===== config.mk =====
export PLATFORM = sky130hd
export DESIGN_NAME = pp_dma_rx
export DESIGN_NICKNAME = d
export VERILOG_FILES = /design/src/rtl/pp_dma_pkg.sv /design/src/rtl/pp_dma_regset.sv /design/src/rtl/pp_dma_pick.sv /design/src/rtl/pp_dma_rx.sv
export SDC_FILE = /design/constraint.sdc
export NUM_CORES = 1
export LEC_CHECK = 0
export ABC_AREA = 1
export BUFFER_PORTS_ARGS = -buffer_cell sky130_fd_sc_hd__buf_2
export CORE_ASPECT_RATIO = 1.5
export CORE_MARGIN = 2
export CORE_UTILIZATION = 55
export DETAILED_ROUTE_END_ITERATION = 6
export PLACE_DENSITY = 0.84
export SYNTH_ARGS = -nofsm -noshare
export SYNTH_HDL_FRONTEND = slang
export SYNTH_HIERARCHICAL = 1
export SYNTH_SLANG_ARGS = --single-unit

===== constraint.sdc =====
create_clock -name clk -period 6.4 [get_ports clk]
set_input_delay 0.64 -clock clk [delete_from_list [all_inputs] [get_ports clk]]
set_output_delay 0.64 -clock clk [all_outputs]
set_load 0.01 [all_outputs]

===== src/rtl/pp_dma_pkg.sv =====
package pp_dma_pkg;

    localparam int REG_W = 32;
    localparam int CMD_W = 16;

    localparam int ST_ACT_BIT  = 0;
    localparam int ST_DONE_BIT = 8;
    localparam int ST_EN_BIT   = 10;
    localparam int ST_ERR_BIT  = 13;

    typedef enum logic [CMD_W-1:0] {
        SET_START = 16'h9800,
        SET_HALT  = 16'h1100,
        SET_PREP  = 16'h0100
    } set_cmd_e;

    typedef enum logic [CMD_W-1:0] {
        CH_RESET   = 16'h8800,
        CH_ENABLE  = 16'h0400,
        CH_DISABLE = 16'h1000
    } ch_cmd_e;

    typedef struct packed {
        logic [REG_W-1:0] base;
        logic [REG_W-1:0] ptr;
        logic             ready;
        logic             last;
    } set_view_t;

    function automatic int round_up(input int bytes, input int align);
        return ((bytes + align - 1) / align) * align;
    endfunction

    function automatic logic [REG_W-1:0] status_word(input logic err, input logic en,
                                                     input logic done, input logic act);
        logic [REG_W-1:0] w;
        w = '0;
        w[ST_ERR_BIT]  = err;
        w[ST_EN_BIT]   = en;
        w[ST_DONE_BIT] = done;
        w[ST_ACT_BIT]  = act;
        return w;
    endfunction

endpackage


===== src/rtl/pp_dma_regset.sv =====
module pp_dma_regset
    import pp_dma_pkg::*;
#(
    parameter int CNT_W       = 16,
    parameter int ENTRY_BYTES = 1536
) (
    input  logic             clk,
    input  logic             rst,
    input  logic             chan_rst,
    input  logic             wr_base,
    input  logic             wr_len,
    input  logic             wr_cmd,
    input  logic [REG_W-1:0] wdata,
    input  logic             consume,
    output set_view_t        view,
    output logic [CNT_W-1:0] remaining,
    output logic [CMD_W-1:0] cmd_word,
    output logic             start_err,
    output logic             halt_seen
);
    localparam logic [REG_W-1:0] STEP = REG_W'(ENTRY_BYTES);

    logic [REG_W-1:0] base_q, ptr_q;
    logic [CNT_W-1:0] rem_q;
    logic [CMD_W-1:0] cmd_q;
    logic             run_q;
    logic [CMD_W-1:0] code;
    logic             known;

    assign code      = wdata[CMD_W-1:0];
    assign known     = (code == SET_START) || (code == SET_HALT) || (code == SET_PREP);
    assign start_err = wr_cmd && (code == SET_START) && (rem_q == '0);
    assign halt_seen = wr_cmd && (code == SET_HALT);

    always_ff @(posedge clk) begin
        if (rst) begin
            base_q <= '0;
            ptr_q  <= '0;
            rem_q  <= '0;
            cmd_q  <= '0;
            run_q  <= 1'b0;
        end else begin
            if (consume) begin
                ptr_q <= ptr_q + STEP;
                rem_q <= rem_q - 1'b1;
                if (rem_q == CNT_W'(1))
                    run_q <= 1'b0;
            end
            if (wr_base) begin
                base_q <= wdata;
                ptr_q  <= wdata;
            end
            if (wr_len) begin
                rem_q <= wdata[CNT_W-1:0];
                ptr_q <= base_q;
            end
            if (wr_cmd && known) begin
                cmd_q <= code;
                if (code == SET_START)
                    run_q <= (rem_q != '0);
                else
                    run_q <= 1'b0;
                if (code == SET_PREP)
                    ptr_q <= base_q;
            end
            if (chan_rst)
                run_q <= 1'b0;
        end
    end

    assign view.base  = base_q;
    assign view.ptr   = ptr_q;
    assign view.ready = run_q && (rem_q != '0);
    assign view.last  = (rem_q == CNT_W'(1));
    assign remaining  = rem_q;
    assign cmd_word   = cmd_q;

endmodule


===== src/rtl/pp_dma_pick.sv =====
module pp_dma_pick (
    input  logic       rx_valid,
    input  logic       en,
    input  logic       active,
    input  logic [1:0] ready,
    input  logic [1:0] last,
    output logic       take,
    output logic       drop,
    output logic       sel,
    output logic       fin,
    output logic       next_active
);
    logic any_ready;

    always_comb begin
        any_ready   = ready[active] || ready[!active];
        sel         = ready[active] ? active : !active;
        take        = rx_valid && en && any_ready;
        drop        = rx_valid && en && !any_ready;
        fin         = take && last[sel];
        next_active = take ? (fin ? !sel : sel) : active;
    end

endmodule


===== src/rtl/pp_dma_rx.sv =====
module pp_dma_rx
    import pp_dma_pkg::*;
#(
    parameter int CNT_W       = 16,
    parameter int OVF_W       = 8,
    parameter int ENTRY_BYTES = pp_dma_pkg::round_up(1522, 16)
) (
    input  logic        clk,
    input  logic        rst,
    input  logic        reg_we,
    input  logic [5:0]  reg_addr,
    input  logic [31:0] reg_wdata,
    output logic [31:0] reg_rdata,
    input  logic        rx_valid,
    output logic        wr_req,
    output logic [31:0] wr_addr,
    output logic        irq
);
    localparam int NSETS = 2;

    set_view_t        view   [NSETS];
    logic [CNT_W-1:0] rem    [NSETS];
    logic [CMD_W-1:0] cmdw   [NSETS];
    logic [NSETS-1:0] ready, last, serr, shalt, consume;

    logic             en_q, err_q, done_q, active_q;
    logic [OVF_W-1:0] ovf_q;
    logic             ctl_wr, chan_rst;
    logic             take, drop, sel, fin, next_active;

    assign ctl_wr   = reg_we && (reg_addr == 6'h00);
    assign chan_rst = ctl_wr && (reg_wdata[CMD_W-1:0] == CH_RESET);

    for (genvar s = 0; s < NSETS; s++) begin : g_set
        logic hit;
        assign hit        = reg_we && reg_addr[5] && (reg_addr[4] == 1'(s));
        assign consume[s] = take && (sel == 1'(s));
        assign ready[s]   = view[s].ready;
        assign last[s]    = view[s].last;

        pp_dma_regset #(.CNT_W(CNT_W), .ENTRY_BYTES(ENTRY_BYTES)) u_set (
            .clk       (clk),
            .rst       (rst),
            .chan_rst  (chan_rst),
            .wr_base   (hit && (reg_addr[3:0] == 4'h0)),
            .wr_len    (hit && (reg_addr[3:0] == 4'h4)),
            .wr_cmd    (hit && (reg_addr[3:0] == 4'h8)),
            .wdata     (reg_wdata),
            .consume   (consume[s]),
            .view      (view[s]),
            .remaining (rem[s]),
            .cmd_word  (cmdw[s]),
            .start_err (serr[s]),
            .halt_seen (shalt[s])
        );
    end

    pp_dma_pick u_pick (
        .rx_valid    (rx_valid),
        .en          (en_q),
        .active      (active_q),
        .ready       (ready),
        .last        (last),
        .take        (take),
        .drop        (drop),
        .sel         (sel),
        .fin         (fin),
        .next_active (next_active)
    );

    always_ff @(posedge clk) begin
        if (rst) begin
            en_q     <= 1'b0;
            err_q    <= 1'b0;
            done_q   <= 1'b0;
            active_q <= 1'b0;
            ovf_q    <= '0;
            wr_req   <= 1'b0;
            wr_addr  <= '0;
        end else begin
            wr_req   <= take;
            if (take)
                wr_addr <= view[sel].ptr;
            active_q <= next_active;
            if (drop && (ovf_q != '1))
                ovf_q <= ovf_q + 1'b1;
            if (|shalt)
                done_q <= 1'b0;
            if (fin)
                done_q <= 1'b1;
            if (|serr)
                err_q <= 1'b1;
            if (ctl_wr) begin
                if (reg_wdata[CMD_W-1:0] == CH_ENABLE)
                    en_q <= 1'b1;
                if (reg_wdata[CMD_W-1:0] == CH_DISABLE)
                    en_q <= 1'b0;
            end
            if (chan_rst) begin
                en_q     <= 1'b0;
                err_q    <= 1'b0;
                done_q   <= 1'b0;
                active_q <= 1'b0;
            end
        end
    end

    assign irq = err_q || done_q;

    always_comb begin
        reg_rdata = '0;
        if (reg_addr[5]) begin
            case (reg_addr[3:0])
                4'h0:    reg_rdata = view[reg_addr[4]].base;
                4'h4:    reg_rdata = 32'(rem[reg_addr[4]]);
                4'h8:    reg_rdata = 32'(cmdw[reg_addr[4]]);
                default: reg_rdata = '0;
            endcase
        end else if (reg_addr == 6'h00) begin
            reg_rdata = status_word(err_q, en_q, done_q, active_q);
        end else if (reg_addr == 6'h04) begin
            reg_rdata = 32'(ovf_q);
        end
    end

endmodule


==> results of run 1 <==
[worst max-delay path, stage by stage (launching register included)]
cell and delay [ns]:
dfxtp_1 0.46, nor2_1 0.10, nand3_1 0.19, nor3_1 0.10, a31oi_1 0.34, nor2_2 0.10, nor3_4 0.23, inv_2 0.33
or2_1 0.33, inv_2 0.28, buf_4 0.41, inv_2 0.18, nor2_2 0.37, inv_1 0.25, o31ai_1 0.26, o21ai_0 0.10
inv_1 0.06
[how the worst max path moves through the flow]
stage	start	endpoint	cells past startpoint
CTS	g_set[0].u_set/remaining[11]	g_set[0].u_set/remaining[5]	16
detailed placement	g_set[0].u_set/remaining[11]	g_set[0].u_set/remaining[5]	16
global route	g_set[0].u_set/remaining[11]	g_set[0].u_set/remaining[5]	16
finish	g_set[0].u_set/remaining[11]	g_set[0].u_set/remaining[5]	16
floorplan	g_set[0].u_set/remaining[13]	g_set[1].u_set/ptr_q[23]	16
global placement	g_set[0].u_set/remaining[11]	g_set[0].u_set/remaining[5]	16
[registers in the layout, indices dropped and copies added (netlist names)]
name / flops
g_set.u_set/remaining: 32
active_q: 1
en_q: 1
g_set.u_set/base_q: 64
g_set.u_set/cmd_word: 32
wr_req: 1
wr_addr: 32
g_set.u_set/ptr_q: 64
err_q: 1
ovf_q: 8
g_set.u_set/run_q: 2
done_q: 1
[Yosys cell counts, types with 4 or more instances]
cell type / count / area, µm²
nor2_4: 4 / 45.04
clkbuf_1: 53 / 198.9
a21oi_1: 190 / 950.9
nor3_1: 54 / 270.3
nor2_1: 168 / 630.6
dfxtp_1: 239 / 4785
xor2_1: 9 / 78.83
nand3_1: 165 / 825.8
buf_4: 9 / 67.56
o21ai_0: 76 / 380.4
inv_1: 196 / 735.7
ha_1: 9 / 112.6
a31oi_1: 18 / 112.6
nor2_2: 26 / 162.7
o21bai_1: 13 / 97.59
nand4_1: 20 / 125.1
buf_2: 40 / 200.2
o21ai_1: 15 / 75.07
and3_1: 26 / 162.7
nor3_2: 26 / 260.3
a22oi_1: 12 / 90.09
or2_2: 4 / 25.02
nand2_1: 851 / 3194
inv_2: 10 / 37.54
clkinv_1: 5 / 18.77
[kinds of logic after synthesis]
kind of cell             Yosys count  synth area share (%)
AND/OR/NAND/NOR                 1353                 41.82
AO/OA/AOI/OAI                    334                 12.91
buffers and inverters            319                 9.428
flip-flops                       239                 34.47
XOR/XNOR                           9                0.5679
adder cells (fa/ha/maj)            9                0.8113
[per-layer routing]
metal	global-route usage [%]	up-vias	part of all wire (%)
met1	42.27	7201	34
met2	66.78	873	47
li1	-	7325	-
met4	35.11	0	11
met5	0	-	0
met3	4.791	233	8.1
[through the flow]
| step | std cells | utilization (%) | total power (µW) | setup WS, ns | cell area, µm² |
|---|---|---|---|---|---|
| 4_1_cts | 2650 | 61.30 | 3177 | 2.307 | 15300 |
| 5_1_grt | 2650 | 61.30 | 3249 | 1.854 | 15300 |
| 3_3_place_gp | 2609 | 57.98 | 1685 | 2.454 | 14470 |
| 3_5_place_dp | 2609 | 57.98 | 1686 | 2.334 | 14470 |
| 2_1_floorplan | 2263 | - | 1617 | 3.606 | 13880 |
| 6_report | 2650 | 61.30 | 3176 | 2.238 | 15300 |
[where the power goes]
group	internal, µW	leakage, µW	switching, µW
Combinational	34.8	0.00494	125
Clock	890	0.000402	627
Sequential	1490	0.00193	6.40
[layout make-up]
cell class	count	area (µm²)	area share, %
multi-input cells	1705	7807	51.02
clock inverters	8	123.9	0.8095
repair buffers	124	665.6	4.350
flip-flops and latches	239	4785	31.27
clock buffers	33	705.7	4.612
well taps	328	410.4	2.682
inverters	213	804.5	5.258
==> reports/results.ini, run 1 <==
[setup_path]
ff2ff_path_depth=16
path_max_fanout=34
crit_path_end_kind=flop
worstReg2RegEnd=g_set[0].u_set/remaining[5]
cp.arrival_ns=4.64
startpoint_type=flop
path_class=reg -> reg
worstPathRequired_ns=6.88
r2r-start=g_set[0].u_set/remaining[11]
regToRegSetupSlack_ns=2.24

[yosys]
synthArstFlopShare_pct=0
synthFlopType=dfxtp_1
ys_warn_count=6
synth_nets=2314
synth_edf_count=0
synth_area_mm2=0.01388
synth_area_per_cell_um2=6.134
ys_ff_latch=239
synthCells=2263
ys_seq_area_share_pct=34.47
yosysUniqueCellTypes=40

[clock_tree]
htree_num_levels=1
cts_resized=0
root_buffer=clkbuf_16
clock_path_buffers=3
clkSinkCount=239
cts_tree=built
hold_buffers=0
cts_setup_buffers=0
clkSlewWorstSetupHoldPaths_ns=0.07
clock_latency_ns=0.54
cts_buffers=25

[timing]
slew_headroom_pct=22.70
worstMarginPinSlew_ns=1.151
setup-violations-final=0
fin_setup_tns_ns=0
rsz0062_at_grt=no
fmax_ghz=0.2402
skew_ns=0.01365
timing.hold.ws_ns=0.4252
period_minus_slack_ns=4.162
fin_crit_sh_pct=65.04
hold_viol=0
drv_slew=0

[routing]
dr.pass1.iters=6
wl_per_cell_um=19.87
postRouteAntennaNets=0
wl_um=52670
via_count=15630
viasPerCell=5.899
drc=0
drt_iter0_markers=1643

[job]
cap_violations=0

[floorplanning]
start_util_pct=55.61
rows=71
coreArea_mm2=0.02496
fp.dieW_um=133.7
fp.dieH_um=198.6
ios=108
dieArea_mm2=0.02655

[status]
status=complete, no violations

[finish]
synthToLayoutAreaGrowth_pct=10.24
fill_cells=2450
final_cell_mix=nand2_1, dfxtp_1, inv_1
fin_nets=2359
drive_gt1_share_pct=10.72
mostFrequentLayoutCell=nand2_1
num_antenna_cells=0

[placement]
gp_congestion=1.052
hpwlAfterDp_um=37340
port_buffers=107

[global_routing]
grt_pass1_wl_um=80220
grt_pass1_vias=14560
antenna_found_initial=0
grt_max_degree=88
grt_usage_pct=39.12
grt-ovfl-total=0

[min_path]
hold_depth=3
hold_path_end=g_set[0].u_set/base_q[16]
hp-start=reg_wdata[16]
hold_class=in -> reg

[power]
p_leak_uw=0.007265
power.density_mw_per_mm2=207.6
ir_drop_uv=203.7

Note: power is estimated with default switching activity, not from simulation.
==> inputs of run 2 (changes only) <==
==> constraint.sdc (replaced) <==
create_clock -name clk -period 3.89 [get_ports clk]
set_input_delay 0.389 -clock clk [delete_from_list [all_inputs] [get_ports clk]]
set_output_delay 0.389 -clock clk [all_outputs]
set_load 0.01 [all_outputs]
==> reports/results.ini, run 2 (synthesis gave the netlist of run 1 again) <==
[setup_path]
crit_path_end_kind=primary output  ; was flop
critPathLaunch=reg_addr[1]  ; was g_set[0].u_set/remaining[11]
endpoint=reg_rdata[16]  ; was g_set[0].u_set/remaining[5]
critical-path-top-delay-family=simple AND/OR/NAND/NOR gates  ; was buffers and inverters
slowest_delay_ns=0.79  ; was 0.46 ns
crit_chain=buf_2 -> nor2_2 -> nand2_2 -> inv_1 -> nand2_1 -> a21oi_1 -> buf_2  ; was nor2_1 -> nand3_1 -> nor3_1 -> a31oi_1 -> nor2_2 -> nor3_4 -> inv_2 -> or2_1 -> inv_2 -> buf_4 -> inv_2 -> nor2_2 -> inv_1 -> o31ai_1 -> o21ai_0 -> inv_1
worstPathRequired_ns=3.50  ; was 6.88 ns
critPathSlowestCell=a21oi_1  ; was dfxtp_1
ff2ff_path_depth=19  ; was 16
cp.arrival_ns=2.90  ; was 4.64 ns
worstReg2RegEnd=g_set[0].u_set/ptr_q[18]  ; was g_set[0].u_set/remaining[5]
crit_buf_inv=3  ; was 6
critical_path_depth=7  ; was 16
critPathMostFrequentCell=buf_2  ; was inv_2
path_class=in -> out  ; was reg -> reg
r2r-start=g_set[0].u_set/remaining[4]  ; was g_set[0].u_set/remaining[11]
path_max_fanout=19  ; was 34
regToRegSetupSlack_ns=0.62  ; was 2.24 ns
startpoint_type=input pin  ; was flop

[finish]
final_cell_mix=nand2_1, dfxtp_1, inv_1  ; unchanged
synthToLayoutAreaGrowth_pct=11.44  ; was 10.24%
num_antenna_cells=0  ; unchanged
drive_gt1_share_pct=11.26  ; was 10.72%
fin_nets=2369  ; was 2359
largestRegisters=g_set.u_set/base_q: 64 flops, g_set.u_set/ptr_q: 64 flops  ; unchanged
mostFrequentLayoutCell=nand2_1  ; unchanged
stdcell_count=2664  ; was 2650

[routing]
viasPerCell=5.944  ; was 5.899
drt_iter0_markers=1849  ; was 1643
postRouteAntennaNets=0  ; unchanged
wl_um=53340  ; was 52670 µm
wl_per_cell_um=20.02  ; was 19.87 µm
via_count=15840  ; was 15630
dr.pass1.iters=7  ; was 6
drc=6  ; was 0

[clock_tree]
cts_buffers=25  ; unchanged
clock_latency_ns=0.54  ; about the same
clkSinkCount=239  ; unchanged
root_buffer=clkbuf_16  ; unchanged
cts_resized=0  ; unchanged
htree_num_levels=1  ; unchanged
cts_tree=built  ; unchanged
hold_buffers=0  ; unchanged
clock_path_buffers=3  ; unchanged
clkSlewWorstSetupHoldPaths_ns=0.06  ; was 0.07 ns
cts_setup_buffers=0  ; unchanged

[timing]
fin_setup_tns_ns=0  ; unchanged
setup-violations-final=0  ; unchanged
timing.hold.ws_ns=0.1664  ; was 0.4252 ns
skew_ns=0.009864  ; was 0.01365 ns
rsz0062_at_grt=no  ; unchanged
fmax_ghz=0.3040
hold_viol=0  ; unchanged
worstMarginPinSlew_ns=0.8430  ; was 1.151 ns
period_minus_slack_ns=3.289
drv_slew=0  ; unchanged
slew_headroom_pct=43.67  ; was 22.70%
fin_crit_sh_pct=84.55

[power]
ir_drop_uv=324.5  ; was 203.7 µV
p_leak_uw=0.007358  ; was 0.007265 µW
power.density_mw_per_mm2=348.2  ; was 207.6 mW/mm²
netSwitchingPower_uw=1265  ; was 759.0 µW
power_frac_comb_pct=5.1  ; was 5.0%
p_clk_share_pct=49.2  ; was 47.8%
total_power_uw=5386  ; was 3176 µW
seq_power_share_pct=45.8  ; was 47.2%
switching_share_pct=23.49  ; was 23.89%
intPower_uw=4121  ; was 2417 µW

[placement]
hpwlAfterDp_um=36850  ; was 37340 µm
port_buffers=107  ; unchanged
gp_congestion=0.9818  ; was 1.052
dp.cells=2619  ; was 2609

[global_routing]
grt-ovfl-total=0  ; unchanged
grt_pass1_vias=14890  ; was 14560
grt_max_degree=65  ; was 88
grt_usage_pct=39.63  ; was 39.12%
grt_pass1_wl_um=81700  ; was 80220 µm
antenna_found_initial=1  ; was 0

[floorplanning]
start_util_pct=55.61  ; unchanged
fp.dieH_um=198.6  ; unchanged
rows=71  ; unchanged
fp.dieW_um=133.7  ; unchanged
dieArea_mm2=0.02655  ; unchanged
ios=108  ; unchanged
coreArea_mm2=0.02496  ; unchanged

[min_path]
hold_class=in -> reg  ; unchanged

[status]
status=finished, violations left  ; was complete, no violations
violations=design-rule violations

[job]
cap_violations=0  ; unchanged

[run 2: worst min path at each step]
| stage | slack [ns] | depth (start not counted) | start | endpoint |
|---|---|---|---|---|
| after floorplan | 0.44 | 2 | g_set[0].u_set/cmd_word[8] | g_set[0].u_set/cmd_word[8] |
| after global routing | 0.18 | 3 | reg_wdata[26] | g_set[0].u_set/base_q[26] |
| after global placement | 0.45 | 2 | g_set[1].u_set/cmd_word[8] | g_set[1].u_set/cmd_word[8] |
| after CTS | 0.15 | 3 | reg_wdata[20] | g_set[1].u_set/base_q[20] |
| final | 0.17 | 3 | reg_wdata[20] | g_set[1].u_set/base_q[20] |
| after detailed placement | 0.46 | 2 | g_set[1].u_set/cmd_word[8] | g_set[1].u_set/cmd_word[8] |
[run 2: cell type report]
cell class | count | area, µm²
tap | 328 | 410.4
inverter | 213 | 804.5
clock buffer | 33 | 705.7
timing repair buffer | 134 | 765.7
multi-input combinational | 1705 | 7807
fill | 2454 | 9494
clock inverter | 12 | 190.2
sequential | 239 | 4785
[run 2: tightest hold or removal path: cells and delay by family]
family,cells,cell delay [ns]
buffers and inverters,1,0.13
AND/OR/NAND/NOR,1,0.08
AO/OA/AOI/OAI,1,0.06
[run 2: power groups by stage]
stage / logic, µW / clock network [µW] / registers (µW)
after CTS: 261 / 2660 / 2470
after detailed placement: 261 / 0 / 2520
after global routing: 289 / 2760 / 2470
after floorplan: 143 / 0 / 2520
after global placement: 259 / 0 / 2520
final: 272 / 2650 / 2470
[run 2: stage by stage]
| stage | util [%] | setup slack [ns] | instance area [µm²] |
|---|---|---|---|
| 2_1_floorplan | - | 1.096 | 13880 |
| 3_3_place_gp | 58.38 | 0.7704 | 14570 |
| 5_1_grt | 61.97 | 0.3118 | 15470 |
| 3_5_place_dp | 58.38 | 0.7380 | 14570 |
| 4_1_cts | 61.97 | 0.7301 | 15470 |
| 6_report | 61.97 | 0.6011 | 15470 |
[run 2: per-layer routing]
metal	up-vias	track usage, %	wire length, µm
li1	7340	-	-
met1	7224	43.02	18240
met2	982	66.27	24610
met3	287	7.467	5095
met4	2	33.88	5378
met5	-	0	15
==> inputs of run 3 (changes only) <==
--- a/config.mk
+++ b/config.mk
@@ -11,7 +11,7 @@
 export CORE_MARGIN = 2
 export CORE_UTILIZATION = 55
 export DETAILED_ROUTE_END_ITERATION = 6
-export PLACE_DENSITY = 0.84
+export PLACE_DENSITY = 0.87
 export SYNTH_ARGS = -nofsm -noshare
 export SYNTH_HDL_FRONTEND = slang
 export SYNTH_HIERARCHICAL = 1
==> constraint.sdc (replaced) <==
create_clock -name clk -period 2.9 [get_ports clk]
set_input_delay 0.29 -clock clk [delete_from_list [all_inputs] [get_ports clk]]
set_output_delay 0.29 -clock clk [all_outputs]
set_load 0.01 [all_outputs]
==> reports/results.ini, run 3 (synthesis gave the netlist of run 1 again) <==
[status]
status=complete, no violations  ; was finished, violations left

[finish]
largestRegisters=g_set.u_set/base_q: 64 flops, g_set.u_set/ptr_q: 64 flops  ; unchanged
num_antenna_cells=0  ; unchanged
final_cell_mix=nand2_1, dfxtp_1, inv_1  ; unchanged
final_util_pct=63.69  ; was 61.97%
stdcell_count=2709  ; was 2664
multi_input_area_mm2=0.007915  ; was 0.007807 mm²
fin_nets=2413  ; was 2369
synthToLayoutAreaGrowth_pct=14.53  ; was 11.44%
drive_gt1_share_pct=13.69  ; was 11.26%
fill_cells=2325  ; was 2454
regArea_mm2=0.004787  ; was 0.004785 mm²
mostFrequentLayoutCell=nand2_1  ; unchanged

[global_routing]
grt_pass1_vias=14980  ; was 14890
grt_usage_pct=39.84  ; was 39.63%
antenna_found_initial=0  ; was 1
grt_max_degree=105  ; was 65
grt-ovfl-total=0  ; unchanged
grt_pass1_wl_um=82040  ; was 81700 µm

[floorplanning]
rows=71  ; unchanged
fp.dieH_um=198.6  ; unchanged
dieArea_mm2=0.02655  ; unchanged
ios=108  ; unchanged
start_util_pct=55.61  ; unchanged
fp.dieW_um=133.7  ; unchanged
coreArea_mm2=0.02496  ; unchanged

[setup_path]
critPathLaunch=g_set[0].u_set/remaining[14]  ; was reg_addr[1]
endpoint=g_set[1].u_set/remaining[12]  ; was reg_rdata[16]
ff2ff_path_depth=16  ; was 19
worstPathRequired_ns=3.31  ; was 3.50 ns
path_class=reg -> reg  ; was in -> out
r2r-start=g_set[0].u_set/remaining[14]  ; was g_set[0].u_set/remaining[4]
regToRegSetupSlack_ns=0.07  ; was 0.62 ns
worstReg2RegEnd=g_set[1].u_set/remaining[12]  ; was g_set[0].u_set/ptr_q[18]
startpoint_type=flop  ; was input pin
crit_path_end_kind=flop  ; was primary output
path_max_fanout=7  ; was 19
cp.arrival_ns=3.24  ; was 2.90 ns

[power]
power_frac_comb_pct=5.4  ; was 5.1%
p_leak_uw=0.007593  ; was 0.007358 µW
power.density_mw_per_mm2=442.2  ; was 348.2 mW/mm²
switching_share_pct=24.51  ; was 23.49%
seq_power_share_pct=47.0  ; was 45.8%
netSwitchingPower_uw=1723  ; was 1265 µW
intPower_uw=5307  ; was 4121 µW
p_clk_share_pct=47.6  ; was 49.2%
ir_drop_uv=460.5  ; was 324.5 µV
total_power_uw=7030  ; was 5386 µW

[clock_tree]
clock_path_buffers=3  ; unchanged
clock_latency_ns=0.56  ; was 0.54 ns
root_buffer=clkbuf_16  ; unchanged
cts_tree=built  ; unchanged
cts_buffers=25  ; unchanged
clkSlewWorstSetupHoldPaths_ns=0.06  ; about the same
clkSinkCount=239  ; unchanged
htree_num_levels=1  ; unchanged
hold_buffers=0  ; unchanged

[timing]
setup-violations-final=0  ; unchanged
hold_viol=0  ; unchanged
rsz0062_at_grt=yes  ; was no
period_minus_slack_ns=2.829
fin_setup_tns_ns=0  ; unchanged
skew_ns=0.01639  ; was 0.009864 ns
drv_slew=0  ; unchanged
fin_crit_sh_pct=97.55
worstMarginPinSlew_ns=0.9410  ; was 0.8430 ns
slew_headroom_pct=37.26  ; was 43.67%
fmax_ghz=0.3535

[routing]
dr.pass1.iters=6  ; was 7
drc=0  ; was 6
postRouteAntennaNets=0  ; unchanged
via_count=16240  ; was 15840
viasPerCell=5.993  ; was 5.944
wl_um=53790  ; was 53340 µm
drt_iter0_markers=1849  ; unchanged
wl_per_cell_um=19.85  ; was 20.02 µm

[min_path]
hold_class=in -> reg  ; unchanged

[job]
cap_violations=0  ; unchanged

[placement]
gp_congestion=1.024  ; was 0.9818
hpwlAfterDp_um=37920  ; was 36850 µm
dp.cells=2659  ; was 2619
port_buffers=107  ; unchanged

==> run 3: cell count changes in the layout (fill, tap and decap cells not counted), moves of 3 or more <==
cell,delta
nor2_4,+6
nor3_2,+4
bufinv_16,-3
nor2_1,-4
nor3_1,-5
nand2_1,-3
buf_4,+41
==> run 3: area by class of cell <==
type	count	area share, %
repair buffers	178	7.107
multi-input cells	1705	49.79
inverters	213	5.124
well taps	328	2.581
clock buffers	35	4.549
clock inverters	11	0.7398
flip-flops and latches	239	30.11
==> run 3: power groups by stage <==
stage | clock network [µW] | logic, µW | registers [µW]
4_1_cts | 3360 | 359 | 3310
5_1_grt | 3490 | 396 | 3310
3_3_place_gp | 0 | 354 | 3380
2_1_floorplan | 0 | 191 | 3380
3_5_place_dp | 0 | 357 | 3380
6_report | 3340 | 379 | 3310
==> run 3: worst max-delay path: stages (launching register included) <==
cell and delay (ns):
dfxtp_2 0.34, or2_2 0.30, nor3_1 0.24, buf_4 0.18
a31oi_4 0.09, buf_4 0.16, nor2_2 0.14, nor3_4 0.08
nand2_1 0.11, inv_4 0.07, buf_4 0.14, inv_2 0.19
nor2_2 0.06, inv_1 0.22, nor2_1 0.09, a22oi_1 0.18
a21oi_1 0.10
==> run 3: stage by stage <==
step / hold WS (ns) / setup WS, ns / instance area, µm²
floorplan: 0.3591 / 0.1061 / 13880
global placement: 0.4519 / 0.09615 / 14870
detailed placement: 0.4642 / 0.01216 / 14870
CTS: 0.05848 / 0.006910 / 15720
global route: 0.06290 / -0.05226 / 15900
finish: 0.06835 / 0.07105 / 15900
==> run 3: timing repair <==
| action | in CTS | in global routing |
|---|---|---|
| endpoints found under the setup margin | 2 | 55 |
| pin swaps | 0 | 4 |
| setup buffers | 0 | 3 |
| gates resized for setup | 2 | 34 |
| gates cloned | 0 | 1 |
==> run 3: worst min path at each step <==
stage | depth (start not counted) | startpoint | end | slack (ns)
after floorplan | 1 | rst | ovf_q[0] | 0.36
after global placement | 2 | g_set[1].u_set/cmd_word[8] | g_set[1].u_set/cmd_word[8] | 0.45
after detailed placement | 2 | g_set[0].u_set/cmd_word[8] | g_set[0].u_set/cmd_word[8] | 0.46
after CTS | 3 | reg_wdata[26] | g_set[0].u_set/base_q[26] | 0.06
after global routing | 3 | reg_wdata[26] | g_set[0].u_set/base_q[26] | 0.06
final | 3 | reg_wdata[26] | g_set[0].u_set/base_q[26] | 0.07
==> run 3: layer usage <==
metal	GRT usage (%)	part of all wire, %
met3	6.397	9.3
met1	43.25	34
met2	65.98	46
met4	37.04	11
met5	0	0
